File: src/rtl/ttc_pkg.sv
package ttc_pkg;

  typedef enum logic [2:0] {
    MODE_TERM     = 3'd0,
    MODE_ONESHOT  = 3'd1,
    MODE_RATE     = 3'd2,
    MODE_SQUARE   = 3'd3,
    MODE_SWSTROBE = 3'd4,
    MODE_HWSTROBE = 3'd5
  } chanMode_e;

  typedef struct packed {
    logic load;
    logic restart;
    logic step;
  } chanStb_t;

  // codes 6 and 7 fold onto the rate and square modes
  function automatic chanMode_e foldMode(input logic [2:0] m);
    if (m[2] && m[1]) return chanMode_e'({1'b0, m[1:0]});
    return chanMode_e'(m);
  endfunction

endpackage

File: src/rtl/ttc_ctrl.sv
module ttc_ctrl
  import ttc_pkg::*;
(
  input  logic      clk,
  input  logic      rstN,
  input  logic      tickEn,
  input  logic      gateIn,
  input  logic      loadStb,
  input  logic [2:0] loadMode,
  output chanStb_t  stb,
  output chanMode_e modeEff
);

  logic [2:0] modeQ;
  logic       gatePrev;
  logic       gateRise;
  logic       pauseOnLow;
  logic       retrigMode;

  always_ff @(posedge clk) begin
    if (!rstN) begin
      modeQ    <= 3'd0;
      gatePrev <= 1'b0;
    end else begin
      gatePrev <= gateIn;
      if (loadStb) modeQ <= loadMode;
    end
  end

  assign modeEff  = foldMode(modeQ);
  assign gateRise = gateIn && !gatePrev;

  always_comb begin
    unique case (modeEff)
      MODE_TERM, MODE_SWSTROBE: begin pauseOnLow = 1'b1; retrigMode = 1'b0; end
      MODE_RATE, MODE_SQUARE:   begin pauseOnLow = 1'b1; retrigMode = 1'b1; end
      default:                  begin pauseOnLow = 1'b0; retrigMode = 1'b1; end
    endcase
  end

  always_comb begin
    stb.load    = loadStb;
    stb.restart = !loadStb && gateRise && retrigMode;
    stb.step    = !loadStb && !stb.restart && tickEn && (gateIn || !pauseOnLow);
  end

endmodule

File: src/rtl/ttc_datapath.sv
module ttc_datapath
  import ttc_pkg::*;
#(
  parameter int CNT_W = 16
) (
  input  logic             clk,
  input  logic             rstN,
  input  chanStb_t         stb,
  input  logic [CNT_W-1:0] loadCount,
  output logic [CNT_W:0]   spanQ,
  output logic [CNT_W-1:0] downQ,
  output logic [CNT_W:0]   phaseQ,
  output logic             passedQ,
  output logic             exactQ,
  output logic             startedQ
);

  localparam logic [CNT_W:0]   SPAN_MAX = {1'b1, {CNT_W{1'b0}}};
  localparam logic [CNT_W-1:0] ONE_CNT  = {{(CNT_W-1){1'b0}}, 1'b1};

  logic [CNT_W:0] spanNext;
  logic [CNT_W:0] phaseInc;
  logic           lastTick;

  assign spanNext = (loadCount == '0) ? SPAN_MAX : {1'b0, loadCount};
  assign phaseInc = phaseQ + 1'b1;
  assign lastTick = (downQ == ONE_CNT);

  always_ff @(posedge clk) begin
    if (!rstN) begin
      spanQ    <= SPAN_MAX;
      downQ    <= '0;
      phaseQ   <= '0;
      passedQ  <= 1'b0;
      exactQ   <= 1'b0;
      startedQ <= 1'b0;
    end else if (stb.load || stb.restart) begin
      if (stb.load) begin
        spanQ <= spanNext;
        downQ <= loadCount;
      end else begin
        downQ <= spanQ[CNT_W-1:0];
      end
      phaseQ   <= '0;
      passedQ  <= 1'b0;
      exactQ   <= 1'b0;
      startedQ <= 1'b0;
    end else if (stb.step) begin
      downQ    <= downQ - 1'b1;
      phaseQ   <= (phaseInc == spanQ) ? '0 : phaseInc;
      passedQ  <= passedQ || lastTick;
      exactQ   <= !passedQ && lastTick;
      startedQ <= 1'b1;
    end
  end

endmodule

File: src/rtl/ttc_view.sv
module ttc_view
  import ttc_pkg::*;
#(
  parameter int CNT_W = 16
) (
  input  chanMode_e        modeEff,
  input  logic [CNT_W:0]   spanQ,
  input  logic [CNT_W-1:0] downQ,
  input  logic [CNT_W:0]   phaseQ,
  input  logic             passedQ,
  input  logic             exactQ,
  input  logic             startedQ,
  output logic             outPin,
  output logic [CNT_W-1:0] countVal
);

  localparam int WW = CNT_W + 2;

  logic [WW-1:0]    twoPhase;
  logic [WW-1:0]    spanWide;
  logic [WW-1:0]    halfSpan;
  logic             twoWraps;
  logic [CNT_W-1:0] wrapLow;
  logic [CNT_W-1:0] rateCnt;
  logic [CNT_W-1:0] squareCnt;
  logic             squareHigh;

  assign twoPhase   = {phaseQ, 1'b0};
  assign spanWide   = {1'b0, spanQ};
  assign halfSpan   = (spanWide + 1'b1) >> 1;
  assign twoWraps   = (twoPhase >= spanWide);
  assign wrapLow    = twoWraps ? (twoPhase[CNT_W-1:0] - spanQ[CNT_W-1:0])
                               : twoPhase[CNT_W-1:0];
  assign rateCnt    = spanQ[CNT_W-1:0] - phaseQ[CNT_W-1:0];
  assign squareCnt  = spanQ[CNT_W-1:0] - wrapLow;
  assign squareHigh = ({1'b0, phaseQ} < halfSpan);

  always_comb begin
    unique case (modeEff)
      MODE_TERM:    begin outPin = passedQ;                    countVal = downQ;     end
      MODE_ONESHOT: begin outPin = !passedQ;                   countVal = downQ;     end
      MODE_RATE:    begin outPin = (phaseQ == '0) && startedQ; countVal = rateCnt;   end
      MODE_SQUARE:  begin outPin = squareHigh;                 countVal = squareCnt; end
      default:      begin outPin = exactQ;                     countVal = downQ;     end
    endcase
  end

endmodule

File: src/rtl/tick_timer_channel.sv
module tick_timer_channel
  import ttc_pkg::*;
#(
  parameter int CNT_W = 16
) (
  input  logic             clk,
  input  logic             rstN,
  input  logic             tickEn,
  input  logic             gateIn,
  input  logic             loadStb,
  input  logic [CNT_W-1:0] loadCount,
  input  logic [2:0]       loadMode,
  output logic             outPin,
  output logic [CNT_W-1:0] countVal
);

  chanStb_t         stb;
  chanMode_e        modeEff;
  logic [2:0]       modeEffBits;
  logic [CNT_W:0]   spanQ;
  logic [CNT_W-1:0] downQ;
  logic [CNT_W:0]   phaseQ;
  logic             passedQ;
  logic             exactQ;
  logic             startedQ;

  assign modeEffBits = modeEff;

  ttc_ctrl ctrl_i (
    .clk      (clk),
    .rstN     (rstN),
    .tickEn   (tickEn),
    .gateIn   (gateIn),
    .loadStb  (loadStb),
    .loadMode (loadMode),
    .stb      (stb),
    .modeEff  (modeEff)
  );

  ttc_datapath #(.CNT_W(CNT_W)) dp_i (
    .clk       (clk),
    .rstN      (rstN),
    .stb       (stb),
    .loadCount (loadCount),
    .spanQ     (spanQ),
    .downQ     (downQ),
    .phaseQ    (phaseQ),
    .passedQ   (passedQ),
    .exactQ    (exactQ),
    .startedQ  (startedQ)
  );

  ttc_view #(.CNT_W(CNT_W)) view_i (
    .modeEff  (modeEff),
    .spanQ    (spanQ),
    .downQ    (downQ),
    .phaseQ   (phaseQ),
    .passedQ  (passedQ),
    .exactQ   (exactQ),
    .startedQ (startedQ),
    .outPin   (outPin),
    .countVal (countVal)
  );

endmodule

File: config.mk
export PLATFORM = sky130hd
export DESIGN_NAME = tick_timer_channel
export DESIGN_NICKNAME = d
export VERILOG_FILES = /design/src/rtl/ttc_pkg.sv /design/src/rtl/ttc_ctrl.sv /design/src/rtl/ttc_datapath.sv /design/src/rtl/ttc_view.sv /design/src/rtl/tick_timer_channel.sv
export SDC_FILE = /design/constraint.sdc
export NUM_CORES = 1
export LEC_CHECK = 0
export BUFFER_PORTS_ARGS = -buffer_cell sky130_fd_sc_hd__buf_2
export CAP_MARGIN = 20
export CORE_ASPECT_RATIO = 2
export CORE_MARGIN = 2
export CORE_UTILIZATION = 45
export DETAILED_ROUTE_END_ITERATION = 8
export PLACE_DENSITY = 0.69
export SETUP_SLACK_MARGIN = 0.15
export SLEW_MARGIN = 40
export SYNTH_ARGS = -nofsm -noshare
export SYNTH_HDL_FRONTEND = slang
export SYNTH_SLANG_ARGS = --single-unit
File: constraint.sdc
create_clock -name clk -period 6.4 [get_ports clk]
set_clock_uncertainty 0.2 [all_clocks]
set_input_delay 0.32 -clock clk [delete_from_list [all_inputs] [get_ports clk]]
set_output_delay 0.32 -clock clk [all_outputs]
set_load 0.005 [all_outputs]
==> impl_results.md <==
* Status: finished clean
* CP Capture Type: output pin
* Antenna violations before repair at 0
* Seq cells post-synth at 57
* GRT met2 Usage at 48.5%
* First-pass GRT wire length at 29.8 mm
* FF-to-FF setup slack at 2460 ps
* DRT Pass-1 Iters at 7
* Worst reg-to-reg path cell count at 11
* Grt ovf at 0
* Worst hold path type: input pin to flop
* Vias at ~6000
* GRT Util Overall at 26.8%
* Seq/Total Area, Yosys at a little under a fifth
* Syn_area_per_cell at 7.54 sq um
* Mapped cell area at about 6000 sq um
* Worst Setup Start Kind: flop
* Worst setup margin at 418 ps
* CTS tree: done
* Endpoint of the worst-slack reg-to-reg timing path: dp_i.phaseQ[6]
* Clk buf depth at 2
* CP required at 5880 ps
* Max cap viols at 0
* Post-synth top area share at about a fifth
* Synth-to-Final Area Change at 11.2%
* Final WL at 18.8 mm
* Share of layout cells above drive strength 1 at 13.1%
* Largest net degree at the start of global routing at 46
* Number of diodes at 0
* Fill count at 1292
* CP max-delay cell: dfxtp_1
* Worst skew pair latency at 340 ps
* Die width at 85.3 microns
* Ranking of synthesized cells by area: dfxtp_1, ha_1, xnor2_1
* GRT busiest layer: met2
* Pleak at between 2 and 3 nW
* Critical path fanouts, max at 12
* Routed wire per std cell at between 15 and 20 microns
* Hold Crit Endpoint: ctrl_i.modeQ[2]
* Multi-input gate area at approximately 4500 sq um
* Die Ht at 167 microns
* Final std cells w/o fill at 971
* Top FF cell, synth: dfxtp_1
* Post-synth EDFFs at 0
* GP Congestion at 0.968
* Routed Antenna Nets at 0
* CTS hold repair buffers at 0
* Port Buf Inserts at 40
* CP Cell Sequence: ha_1 -> a21oi_1 -> o21ai_0 -> or3_1 -> o221ai_1 -> a21o_1 -> mux2i_1 -> nor2_1 -> a21oi_1 -> ha_1 -> nor2b_1 -> o2111ai_1 -> a211oi_1 -> o41a_1 -> a41oi_1 -> a21oi_1 -> xnor2_1 -> xnor2_1 -> mux2_2 -> buf_2
* Initial core utilization at between 40% and 50%
* Synthesized net count at 869
* Most frequent CP cell: a21oi_1
* Largest area contributor in the synthesized netlist: dfxtp_1
* Synth Warn # at 0
* Least-Margin Pin Slew at 758 ps
* Clock transition at the registers of the reported paths at approximately 60 ps
* Setup TNS at 0 ps
* Cell Rows at slightly below 60
* Final period demand of the worst path at approximately 6000 ps
* RSZ-0062 raised after global routing: false
* Final hold violation count at 0
* Hold depth at 3
* Critical R2R Launch: dp_i.phaseQ[0]
* Core area at between 10000 and 15000 sq um
* Period utilization at 93.5%
* CTS Buf Count at 9
* Crit-path max cell delay at 650 ps
* Final setup vio count at 0
* Fin Hold WS at 33.0 ps
* Clock sink count at 57
* Cells after Synth at a little under 800
* Vias per cell at roughly 6.2
* Power per standard cell area at 189 nW/um^2
* Synth cell types at 76
* GR Util met3 at 3.91%
* GR Util met1 at 27.1%
* CTS H-Tree Depth at 3
* I/O Pins at 41
* Vias in the first global route at ~6000
* HPWL after detailed placement at 14.2 mm
* F_max at 167 MHz
* Reg area at 1140 sq um
* Placed cell count at about 960
* DRT iter0 DRCs at 360
* Ys async rst share at 0%
* Die Area at 14200 sq um
* Final Max Tran Viols at 0
* HP Start: loadMode[2]
* Max VDD drop at between 0.15 and 0.2 mV
* Worst path arrival time at between 5000 and 6000 ps
* Pre-CTS WS at 439 ps
* Layout Nets at 893
* # DRC at 0
* Clock Root Buffer: clkbuf_16
* CP Class: flop to output pin
* Slew margin rel. at 49.2%
* Total power draw at 1.25 mW
-- worst max-delay path by stage --
stage	startpoint	end	slack, ps	cells past startpoint
after floorplan	dp_i.spanQ[1]	countVal[15]	950	23
after global placement	dp_i.spanQ[0]	countVal[14]	580	21
after detailed placement	dp_i.spanQ[0]	countVal[14]	440	21
after CTS	dp_i.spanQ[0]	countVal[14]	250	21
after global routing	dp_i.spanQ[10]	countVal[12]	190	21
final	dp_i.phaseQ[12]	countVal[15]	420	20
-- critical path: cells and delay by family, from the launching register on --
kind / cells / cell delay (ps)
AO/OA/AOI/OAI: 10 / 2360
adder cells (fa/ha/maj): 2 / 670
flip-flops: 1 / 650
AND/OR/NAND/NOR: 3 / 570
multiplexers: 2 / 470
XOR/XNOR: 2 / 290
buffers and inverters: 1 / 120
-- metrics by stage --
stage | utilization [%] | cell area (sq um)
after floorplan | - | 5950
after global placement | 48.2 | 6270
after detailed placement | 48.3 | 6270
after CTS | 50.8 | 6600
after global routing | 51.0 | 6620
final | 51.0 | 6620
-- layer usage --
metal  share of wire [%]  wire length (microns)
met1                  36                   6740
met2                  53                  10000
met3                 3.7                    699
met4                 7.1                   1330
met5                   0                      0
-- cells in the mapped netlist (3+ instances only) --
master and n:
and2_1 13, or3_1 13, a21o_1 14, and4_1 3, inv_1 33, nor2_1 63, nand2_1 66, o21bai_1 3
o21ai_0 47, nand3b_1 3, nor4_1 19, o21a_1 7, clkbuf_1 27, buf_4 7, nor3_1 21, ha_1 53
o221ai_1 3, buf_6 3, xnor2_1 48, mux2i_1 20, nand2b_1 4, nand3_1 17, a21oi_1 82, and3_1 5
dfxtp_1 57, mux2_2 13, o2111ai_1 4, nor2b_1 21, buf_2 6, buf_1 5, a31oi_1 6, xor2_1 25
nand4_1 11, o211a_1 5, or3b_1 4, a211oi_1 6
-- report_power, final --
group	switching [mW]	internal [mW]	leakage, nW	total, mW
clock network	0.194	0.341	0.155	0.535
logic	0.183	0.141	2.11	0.324
registers	0.0237	0.372	0.468	0.396
total	0.401	0.853	2.74	1.25
-- cell families after synthesis --
group / share of synthesized area (%)
AOI/OAI and AO/OA: 21.7
xor gates and xnor gates: 10.7
adders and majority gates: 11.8
buffers and inverters: 6.11
DFF: 19.2
muxes: 5.82
and+or+nand+nor: 24.6
-- layout by cell type, fill, tap and decap left out, types with 5 or more instances in the layout --
master / synthesis / final
a31oi_1: 6 / 6
mux2_2: 13 / 13
inv_1: 33 / 33
nor4_1: 19 / 19
ha_1: 53 / 53
xnor2_1: 48 / 48
nand2_1: 66 / 65
xor2_1: 25 / 25
clkbuf_16: 0 / 9
nand4_1: 11 / 11
nor3_1: 21 / 21
and3_1: 5 / 5
and2_1: 13 / 13
buf_4: 7 / 21
o21a_1: 7 / 7
dfxtp_1: 57 / 54
nor2_1: 63 / 63
or3_1: 13 / 13
mux2i_1: 20 / 20
nand3_1: 17 / 17
a211oi_1: 6 / 5
o211a_1: 5 / 5
a21o_1: 14 / 14
a21oi_1: 82 / 82
o21ai_0: 47 / 46
nor2b_1: 21 / 21
buf_2: 6 / 39
-- sequential cells by signal, summed over array words and instances, names as in the netlist --
| register | cells |
|---|---|
| ctrl_i.gatePrev | 1 |
| ctrl_i.modeQ | 3 |
| dp_i.downQ | 16 |
| dp_i.exactQ | 1 |
| dp_i.passedQ | 1 |
| dp_i.phaseQ | 17 |
| dp_i.spanQ | 17 |
| dp_i.startedQ | 1 |
-- layout make-up --
| class | instances | share of cell area (%) |
|---|---|---|
| flip-flops and latches | 57 | 17.3 |
| clock inverters | 7 | 1.44 |
| repair buffers | 61 | 5.50 |
| clock buffers | 9 | 3.40 |
| multi-input cells | 651 | 67.6 |
| well taps | 152 | 2.87 |
| inverters | 34 | 1.93 |
-- what timing repair did --
action                                  CTS  global route
gates resized for setup                   1             7
endpoints found under the setup margin    2             5
buffers inserted                          0             0
Note: power is estimated with default switching activity, not from simulation.
